**config.mk**
```make
export PLATFORM = sky130hd
export DESIGN_NAME = step_atten_ctrl
export DESIGN_NICKNAME = d
export VERILOG_FILES = /design/src/rtl/atten_pkg.sv /design/src/rtl/atten_sync.sv /design/src/rtl/atten_shifter.sv /design/src/rtl/atten_boot.sv /design/src/rtl/step_atten_ctrl.sv
export SDC_FILE = /design/constraint.sdc
export NUM_CORES = 1
export LEC_CHECK = 0
export ABC_AREA = 1
export BUFFER_PORTS_ARGS = -buffer_cell sky130_fd_sc_hd__buf_4
export CAP_MARGIN = 10
export CORE_MARGIN = 5
export CORE_UTILIZATION = 40
export CTS_BUF_LIST = sky130_fd_sc_hd__clkbuf_4
export DETAILED_ROUTE_END_ITERATION = 10
export GPL_ROUTABILITY_DRIVEN = 0
export SLEW_MARGIN = 10
export SYNTH_ARGS = -nofsm -noshare
export SYNTH_HDL_FRONTEND = slang
export SYNTH_SLANG_ARGS = --single-unit
```
**constraint.sdc**
```tcl
create_clock -name clk -period 1 [get_ports clk]
set_clock_uncertainty 0.05 [all_clocks]
set_input_delay 0 -clock clk [delete_from_list [all_inputs] [get_ports clk]]
set_output_delay 0 -clock clk [all_outputs]
set_load 0.005 [all_outputs]
```
**src/rtl/atten_pkg.sv**
```systemverilog
package atten_pkg;
  localparam int unsigned ATTEN_W     = 6;
  localparam int unsigned SYNC_DEPTH  = 2;
  localparam int unsigned SEL_W       = 2;

  typedef enum logic [1:0] {
    SYNC_SCLK  = 2'd0,
    SYNC_SDATA = 2'd1,
    SYNC_LE    = 2'd2
  } sync_idx_e;
endpackage

```
**src/rtl/atten_sync.sv**
```systemverilog
module atten_sync #(
  parameter int unsigned WIDTH  = 3,
  parameter int unsigned STAGES = atten_pkg::SYNC_DEPTH
) (
  input  logic             clk,
  input  logic             rst,
  input  logic [WIDTH-1:0] d_i,
  output logic [WIDTH-1:0] q_o
);
  logic [STAGES-1:0][WIDTH-1:0] chain;

  always_ff @(posedge clk) begin
    if (rst) begin
      chain <= '0;
    end else begin
      chain[0] <= d_i;
      for (int i = 1; i < STAGES; i++) begin
        chain[i] <= chain[i-1];
      end
    end
  end

  assign q_o = chain[STAGES-1];
endmodule

```
**src/rtl/atten_shifter.sv**
```systemverilog
module atten_shifter #(
  parameter int unsigned CODE_W = atten_pkg::ATTEN_W
) (
  input  logic              clk,
  input  logic              rst,
  input  logic              shift_en,
  input  logic              bit_in,
  output logic [CODE_W-1:0] word_o
);
  logic [CODE_W-1:0] sreg;

  always_ff @(posedge clk) begin
    if (rst) begin
      sreg <= '0;
    end else if (shift_en) begin
      sreg <= {sreg[CODE_W-2:0], bit_in};
    end
  end

  assign word_o = sreg;
endmodule

```
**src/rtl/atten_boot.sv**
```systemverilog
module atten_boot #(
  parameter int unsigned CODE_W = atten_pkg::ATTEN_W,
  parameter int unsigned SEL_W  = atten_pkg::SEL_W
) (
  input  logic              mode_serial,
  input  logic              le_raw,
  input  logic [SEL_W-1:0]  sel,
  input  logic [CODE_W-1:0] par_code,
  output logic [CODE_W-1:0] boot_code
);
  localparam logic [CODE_W-1:0] PRESET_0 = '0;
  localparam logic [CODE_W-1:0] PRESET_1 = CODE_W'(1 << (CODE_W-2));
  localparam logic [CODE_W-1:0] PRESET_2 = CODE_W'(1 << (CODE_W-1));
  localparam logic [CODE_W-1:0] PRESET_3 = CODE_W'((1 << CODE_W) - 2);

  logic [CODE_W-1:0] preset;

  always_comb begin
    case (sel)
      2'b00:   preset = PRESET_0;
      2'b01:   preset = PRESET_1;
      2'b10:   preset = PRESET_2;
      default: preset = PRESET_3;
    endcase
  end

  always_comb begin
    if (!mode_serial && !le_raw) boot_code = preset;
    else                         boot_code = par_code;
  end
endmodule

```
**src/rtl/step_atten_ctrl.sv**
```systemverilog
module step_atten_ctrl #(
  parameter int unsigned CODE_W = atten_pkg::ATTEN_W,
  parameter int unsigned SEL_W  = atten_pkg::SEL_W,
  parameter int unsigned STAGES = atten_pkg::SYNC_DEPTH
) (
  input  logic              clk,
  input  logic              rst,
  input  logic              mode_serial_i,
  input  logic [CODE_W-1:0] par_code_i,
  input  logic              sdata_i,
  input  logic              sclk_i,
  input  logic              latch_en_i,
  input  logic [SEL_W-1:0]  boot_sel_i,
  output logic [CODE_W-1:0] code_o
);
  import atten_pkg::*;

  localparam int unsigned NSYNC = 3;

  logic [NSYNC-1:0]  async_in;
  logic [NSYNC-1:0]  sync_out;
  logic              sclk_s, sdata_s, le_s;
  logic              sclk_prev;
  logic              shift_en;
  logic [CODE_W-1:0] shreg;
  logic [CODE_W-1:0] boot_code;
  logic [CODE_W-1:0] code_q;
  logic              boot_done;

  always_comb begin
    async_in             = '0;
    async_in[SYNC_SCLK]  = sclk_i;
    async_in[SYNC_SDATA] = sdata_i;
    async_in[SYNC_LE]    = latch_en_i;
  end

  atten_sync #(.WIDTH(NSYNC), .STAGES(STAGES)) u_sync (
    .clk (clk),
    .rst (rst),
    .d_i (async_in),
    .q_o (sync_out)
  );

  assign sclk_s  = sync_out[SYNC_SCLK];
  assign sdata_s = sync_out[SYNC_SDATA];
  assign le_s    = sync_out[SYNC_LE];

  assign shift_en = sclk_s & ~sclk_prev;

  atten_shifter #(.CODE_W(CODE_W)) u_shift (
    .clk      (clk),
    .rst      (rst),
    .shift_en (shift_en),
    .bit_in   (sdata_s),
    .word_o   (shreg)
  );

  atten_boot #(.CODE_W(CODE_W), .SEL_W(SEL_W)) u_boot (
    .mode_serial (mode_serial_i),
    .le_raw      (latch_en_i),
    .sel         (boot_sel_i),
    .par_code    (par_code_i),
    .boot_code   (boot_code)
  );

  always_ff @(posedge clk) begin
    if (rst) begin
      code_q    <= '0;
      boot_done <= 1'b0;
      sclk_prev <= 1'b0;
    end else begin
      sclk_prev <= sclk_s;
      if (!boot_done) begin
        code_q    <= boot_code;
        boot_done <= 1'b1;
      end else if (le_s) begin
        code_q <= mode_serial_i ? shreg : par_code_i;
      end
    end
  end

  assign code_o = code_q;
endmodule

```
* Word level (Yosys, flattened, before mapping)
Cells that the tools add are included.
** Storage, ports and cells
- Bits in registers :: 20
- Word-level logic and storage cells :: 21
- Input port bits :: 14
- Output and inout bits :: 6
** Cells by class
- Eq/ne operators :: 3
- Mux-type cells :: 6
- Bitwise logic cells :: 2
- Reduce and logical (&&, ||, !) cells :: 4
** Operators with widths (number)
- $mux W6 :: 4
- $pmux W6 S3 :: 1
- $eq A2 B1 Y1 const B :: 1
- $eq A2 B2 Y1 const B :: 1
- $logic_not A1 Y1 :: 2
- $logic_not A2 Y1 :: 1
- $ne A2 B1 Y1 const B :: 1
- $and A1 B1 Y1 :: 1
- $logic_and A1 B1 Y1 :: 1
- $mux W1 :: 1
- $not A1 Y1 :: 1

* Longest topological paths before layout
Gate-level depths: netlist (run 1).
- Depth in word-level cells :: 4
- Gate-level depth with buffers :: 6
- Gate-level depth less buffers :: 6

* Hierarchy
Synthesis (run 1) repeated with hierarchy kept, for this count alone.
** Unflattened totals
- Cell total of the unflattened synthesis :: 153
- Area total of the unflattened synthesis :: 954.7 sq um
** By module, submodules not included
- step_atten_ctrl :: area each 431.7 sq um, cells an instance 73, sequential area each 160.2 sq um, instances 1
- atten_shifter :: area each 247.7 sq um, cells an instance 38, sequential area each 120.1 sq um, instances 1
- atten_sync :: area each 187.7 sq um, cells an instance 21, sequential area each 120.1 sq um, instances 1
- atten_boot :: area each 87.6 sq um, cells an instance 21, sequential area each 0.0 sq um, instances 1

* Least setup slack after synthesis (run 1)
Ideal clock, no wire load.
- Path type :: register -> register
- Start point :: reg u_sync.chain (netlist bit u_sync.q_o[0])
- End point :: reg u_shift.sreg[0] (netlist: u_shift.word_o[0])
- Clock period less this slack :: 0.908 ns
- Setup time :: 0.119 ns
- Cell stages (with the launch flop) :: 6
- Path slack :: 0.092 ns
- Data required time :: 0.831 ns
- Path buffers :: 0
- Data arrival time :: 0.738 ns
- Path through :: dfxtp_1 -> inv_1 -> nor2_4 -> inv_1 -> o21ai_0 -> a21oi_1
** On the way
- Longest elaborated chain between the ends :: 1
** RTL lines
- start: declaration :: line atten_sync.sv:10 : logic [STAGES-1:0][WIDTH-1:0] chain;
- start signal: indexed assignment :: line atten_sync.sv:18 : chain[i] <= chain[i-1];
- $and A1 B1 Y1 :: line step_atten_ctrl.sv:48 : assign shift_en = sclk_s & ~sclk_prev;
- end signal: assignment :: line atten_shifter.sv:16 : sreg <= {sreg[CODE_W-2:0], bit_in};
- end: declaration :: line atten_shifter.sv:10 : logic [CODE_W-1:0] sreg;
No other way between the ends.
A chain may end at the register's enable or synchronous reset.

==> run summary, run 1 <==
outcome - finished clean
Pwr Density - 1320 nW/um^2
Synth area leaders - dfxtp_1, nand2_1, inv_1
synthesis-to-finish area growth - 29.9%
Peak Freq - 1020 MHz
row cnt - 16
worst reg-to-reg setup slack - 0.06 ns
Seq/Total Area, Yosys - 46.9%
vias in the first global route - 837
First-pass DRT Iterations - 4
FF/Latch Area - 404 sq um
yosys warns - 0
Post-Place Cell Area - 1030 sq um
clock sink total - 20
final net count - 168
sw power - 0.373 mW
Synth Instances - 126
wire length per cell - 11.3 um
Core Area - 2000 sq um
Critical Path RT - 1.14 ns
placed cell count - 171
DP Wirelength - 1500 um
CTS buffer count - 3
ant diodes - 0
Avg Cell Area, Syn - 6.77 sq um
CTS H-tree lvls - 1
flop and latch count out of synthesis - 20
DRT antenna net count - 0
Worst-path clk slew - 0.10 ns
vias - 839
worst hold path type - primary input to register
syn_nets - 140
CTS tree - built
Worst Setup Path Type - primary input to register
share of the synthesized area in the top cell type - 46.9%
Sequential Power Share - 58.8%
I/O pin count - 20
Critical Path AT - 1.12 ns
Worst R2R Path Depth - 5
die width - 56.2 um
critical path peak fanout - 13
Yosys top cell by area - dfxtp_1
period utilization - 97.9%
IO Port Bufs - 19
starting density of the core - 42.6%
final hold viol count - 0
Fill cells - 228
worst path setup slack after routing - 0.0208 ns
area of the multi-input gates - 370 sq um
Comb pwr share - 16.5%
CP endpoint - code_o[5]$_SDFFE_PP0P_
reg2reg start - u_sync.q_o[2]$_SDFF_PP0_
Crit. Startpoint - rst
layout cell share with drive strength beyond 1 - 21.1%
Critical Path Start Type - primary input
initial antenna violation count - 0
CP max stage cell - dlygate4sd3_1
internal power - 1.09 mW
DR DRC count - 0
Clk pwr share - 24.7%
starting DRC count in detailed routing - 15
Die Span Y - 56.2 um
fin crit period - 0.979 ns
Root Driver - clkbuf_4
clock tree buffer depth - 2
Setup crit end kind - register
largest net degree at the start of global routing - 13
clk_lat worst skew - 0.29 ns
P_leak - 0.541 nW
Post-CTS Setup Inserts - 0
worst relative slew slack - 84.3%
max incr delay on CP - 0.53 ns
Min Hold Slack - 0.0275 ns
VDD IR max - 0.717 mV
first-pass GRT wire length - 3500 um
total grt overflow - 0
post-route cell area - 1110 sq um
max_cap viols - 0
Via density - 4.69
Critical Path, Cell by Cell - dlygate4sd3_1 > buf_4 > clkinvlp_2 > o21ai_1 > a21oi_2
Max Slew Vio Count - 0
Unique masters post-synth - 14
GR Util All Layers - 13.9%
switching portion of total power - 25.5%
Placement Setup Slack - 0.00210 ns
fin cells - 179
reg2reg end - code_o[3]$_SDFFE_PP0P_
Worst-Margin Slew - 0.235 ns
Routed WL - 2030 um
Tot Pwr - 1.46 mW
Final setup viols - 0
DIE AREA - 3160 sq um
mapped cell area - 853 sq um
-- registers in the layout, indices dropped and copies added, names as in the netlist --
| signal | count |
|---|---|
| u_shift.word_o | 6 |
| u_sync.chain | 3 |
| boot_done | 1 |
| u_sync.q_o | 3 |
| sclk_prev | 1 |
| code_o | 6 |
-- layout by cell type, fill, tap and decap left out --
cell type and n:
clkinvlp_2 1, nor2_4 1, inv_1 19, clkbuf_4 3, dfxtp_4 1, a21oi_2 1, o21ai_0 3, nand2_2 1
nor2_2 1, nor2_1 20, nand3_1 2, nand2_1 31, o21ai_1 11, dlygate4sd3_1 4, inv_2 1, buf_4 20
nand2_4 1, clkinvlp_4 1, dfxtp_1 19, a21oi_1 11
-- worst min path at each step --
| stage | from | endpoint | slack, ns | depth (start not counted) |
|---|---|---|---|---|
| after global placement | sdata_i | u_sync.chain[1]$_SDFF_PP0_ | 0.15 | 3 |
| after floorplan | rst | code_o[1]$_SDFFE_PP0P_ | 0.02 | 1 |
| after CTS | par_code_i[4] | code_o[4]$_SDFFE_PP0P_ | 0.02 | 5 |
| after global routing | boot_sel_i[1] | code_o[5]$_SDFFE_PP0P_ | 0.05 | 5 |
| final | par_code_i[4] | code_o[4]$_SDFFE_PP0P_ | 0.03 | 5 |
| after detailed placement | sdata_i | u_sync.chain[1]$_SDFF_PP0_ | 0.16 | 3 |
-- per-stage QoR --
stage,utilization [%],setup TNS [ns]
after floorplan,-,0
after global routing,55.4,-0.0167
after detailed placement,51.2,0
after CTS,54.4,0
final,55.4,0
after global placement,51.2,0
-- logic make-up (layout without fill, tap and decap cells) --
family,after synthesis,in the layout,share of synthesized area (%)
AND/OR/NAND/NOR,57,57,26.8
flip-flops,20,20,46.9
AO/OA/AOI/OAI,26,26,15.7
buffers and inverters,23,49,10.6
-- power groups by stage --
stage / logic [mW] / registers, mW / clock network, mW
3_3_place_gp: 0.216 / 0.878 / 0
3_5_place_dp: 0.218 / 0.879 / 0
4_1_cts: 0.232 / 0.861 / 0.386
2_1_floorplan: 0.118 / 0.876 / 0
5_1_grt: 0.275 / 0.866 / 0.416
6_report: 0.241 / 0.861 / 0.362
-- cell usage after synthesis --
| cell type | count |
|---|---|
| a21oi_1 | 11 |
| a21oi_2 | 1 |
| buf_4 | 1 |
| clkbuf_1 | 1 |
| dfxtp_1 | 20 |
| inv_1 | 21 |
| nand2_1 | 32 |
| nand2_2 | 1 |
| nand3_1 | 2 |
| nor2_1 | 20 |
| nor2_2 | 1 |
| nor2_4 | 1 |
| o21ai_0 | 9 |
| o21ai_1 | 5 |
-- final cells by class --
cell class / count / area share [%]
clock buffer: 3 / 2.03
multi-input combinational: 83 / 33.4
timing repair inverter: 1 / 0.451
tap: 27 / 3.05
sequential: 20 / 36.5
timing repair buffer: 24 / 17.2
inverter: 21 / 7.45
-- what timing repair did --
item,4_1_cts,5_1_grt
resized for setup,2,10
cloned,0,1
endpoints found under the setup margin,1,11
hold buffers,4,0
endpoints found under the hold margin,11,0
-- metal layers --
metal / GRT usage, % / wire, um
met1: 17.9 / 1000
met2: 21.5 / 901
met3: 3.02 / 114
met4: 7.12 / 15
met5: 0 / 0
-- critical path: cells and delay by family --
kind | cells | cell delay [ns]
buffers and inverters | 3 | 0.94
AOI/OAI and AO/OA | 2 | 0.18
Note: power is estimated with default switching activity, not from simulation.
==> run 2: changes to the inputs <==
CELL_PAD_IN_SITES_DETAIL_PLACEMENT = 0   (was not set)
CELL_PAD_IN_SITES_GLOBAL_PLACEMENT = 1   (was not set)
CORE_UTILIZATION = 34   (was 40)
PLACE_DENSITY_LB_ADDON = 0.1   (was not set)
==> run summary, run 2 (synthesized netlist as in run 1, its figures left out) <==
Fill cells - 274
vias - 818
Worst Hold Path EP - code_o[4]$_SDFFE_PP0P_
Routed WL - 1980 um
worst hold path type - primary input to register
Critical Path AT - 1.11 ns
DIE AREA - 3610 sq um
layout cell share with drive strength beyond 1 - 24.0%
vias in the first global route - 735
Worst Setup Path Type - register to register
first-pass GRT wire length - 3220 um
worst path setup slack after routing - 0.0413 ns
starting DRC count in detailed routing - 16
Root Driver - clkbuf_4
worst relative slew slack - 85.9%
largest net degree at the start of global routing - 13
outcome - finished clean
Worst R2R Path Depth - 5
max_cap viols - 0
First-pass DRT Iterations - 4
IO Port Bufs - 19
P_leak - 0.547 nW
Core Area - 2430 sq um
Peak Freq - 1040 MHz
synthesis-to-finish area growth - 32.4%
fin cells - 184
final net count - 169
post-route cell area - 1130 sq um
die width - 60.1 um
wire length per cell - 10.8 um
DP Wirelength - 1450 um
ant diodes - 0
min-delay src - par_code_i[4]
CTS buffer count - 3
DR DRC count - 0
Setup crit end kind - register
commonest cells after routing, fill and taps aside - nand2_1, nor2_1, buf_4, dfxtp_1, inv_1
reg2reg end - u_shift.word_o[4]$_SDFFE_PP0P_
row cnt - 18
final hold viol count - 0
I/O pin count - 20
total grt overflow - 0
Setup TNS - 0 ns
CTS tree - built
placed cell count - 173
clk_lat worst skew - 0.29 ns
Via density - 4.45
Placement Setup Slack - -0.0101 ns
RSZ-0062 raised after global routing - yes
most common cell after layout, fill and taps aside - nand2_1
fin crit period - 0.959 ns
Post-Place Cell Area - 1020 sq um
worst reg-to-reg setup slack - 0.04 ns
initial antenna violation count - 0
starting density of the core - 35.1%
GR Util All Layers - 11.8%
Worst-path clk slew - 0.11 ns
Critical Path RT - 1.15 ns
clock tree buffer depth - 2
VDD IR max - 0.730 mV
critical path peak fanout - 6
clock sink total - 20
Critical Path Start Type - register
CTS H-tree lvls - 1
Final setup viols - 0
Min Hold Slack - 0.00976 ns
Die Span Y - 60.1 um
DRT antenna net count - 0
period utilization - 95.9%
reg2reg start - u_sync.q_o[0]$_SDFF_PP0_
Max Slew Vio Count - 0
WHS Path Cells - 5
Pwr Density - 1310 nW/um^2
Worst-Margin Slew - 0.212 ns
-- run 2: cell types whose count changed in the layout (fill, tap and decap cells not counted), sizes merged --
cell / before / now
clkinv: 0 / 1
buf: 20 / 21
-- run 2: critical path: stages (launching register included) --
cell	delay (ns)
dfxtp_2	0.34
inv_2	0.04
nor2_4	0.17
inv_2	0.09
o21ai_1	0.12
a21oi_1	0.05
-- run 2: worst max-delay path by stage --
stage / slack, ns / start / endpoint
floorplan: 0.09 / u_sync.q_o[0]$_SDFF_PP0_ / u_shift.word_o[0]$_SDFFE_PP0P_
global placement: -0.01 / boot_done$_DFF_P_ / code_o[5]$_SDFFE_PP0P_
detailed placement: -0.01 / boot_done$_DFF_P_ / code_o[5]$_SDFFE_PP0P_
CTS: -0.006 / boot_done$_DFF_P_ / code_o[1]$_SDFFE_PP0P_
global route: -0.03 / u_sync.q_o[0]$_SDFF_PP0_ / u_shift.word_o[0]$_SDFFE_PP0P_
finish: 0.04 / u_sync.q_o[0]$_SDFF_PP0_ / u_shift.word_o[4]$_SDFFE_PP0P_
-- run 2: where the power goes --
group	switching [mW]	internal [mW]	leakage [nW]	total [mW]
registers	0.0226	0.840	0.165	0.862
clock network	0.234	0.145	0.0154	0.379
logic	0.125	0.118	0.366	0.243
-- run 2: layer usage --
layer | share of wire, % | wire length (um) | up-vias | GRT usage (%)
met3 | 7.2 | 143 | 2 | 2.38
li1 | - | - | 445 | -
met4 | 1.1 | 21 | 0 | 4.75
met5 | 0 | 0 | - | 0
met1 | 48 | 959 | 353 | 16.1
met2 | 43 | 856 | 18 | 17.9
-- run 2: through the flow --
| step | util (%) | power (mW) |
|---|---|---|
| 2_1_floorplan | - | 0.994 |
| 3_3_place_gp | 42.0 | 1.09 |
| 3_5_place_dp | 42.0 | 1.09 |
| 4_1_cts | 44.8 | 1.50 |
| 5_1_grt | 46.5 | 1.58 |
| 6_report | 46.5 | 1.48 |
-- run 2: cell type report --
cell class / instances / area, sq um / area share, %
Inverter: 21 / 82.6 / 7.31
Tap cell: 30 / 37.5 / 3.32
Timing Repair inverter: 1 / 7.51 / 0.664
Sequential cell: 20 / 403 / 35.7
Multi-Input combinational cell: 83 / 368 / 32.6
Timing Repair Buffer: 25 / 205 / 18.2
Clock inverter: 1 / 3.75 / 0.332
Clock buffer: 3 / 22.5 / 1.99
-- run 2: what timing repair did --
item / CTS / global route
endpoints found under the setup margin: 3 / 12
pin swaps: 0 / 1
hold endpoints to repair: 11 / 0
hold buffers: 4 / 0
setup buffers: 0 / 2
cloned: 0 / 1
resized for setup: 2 / 13
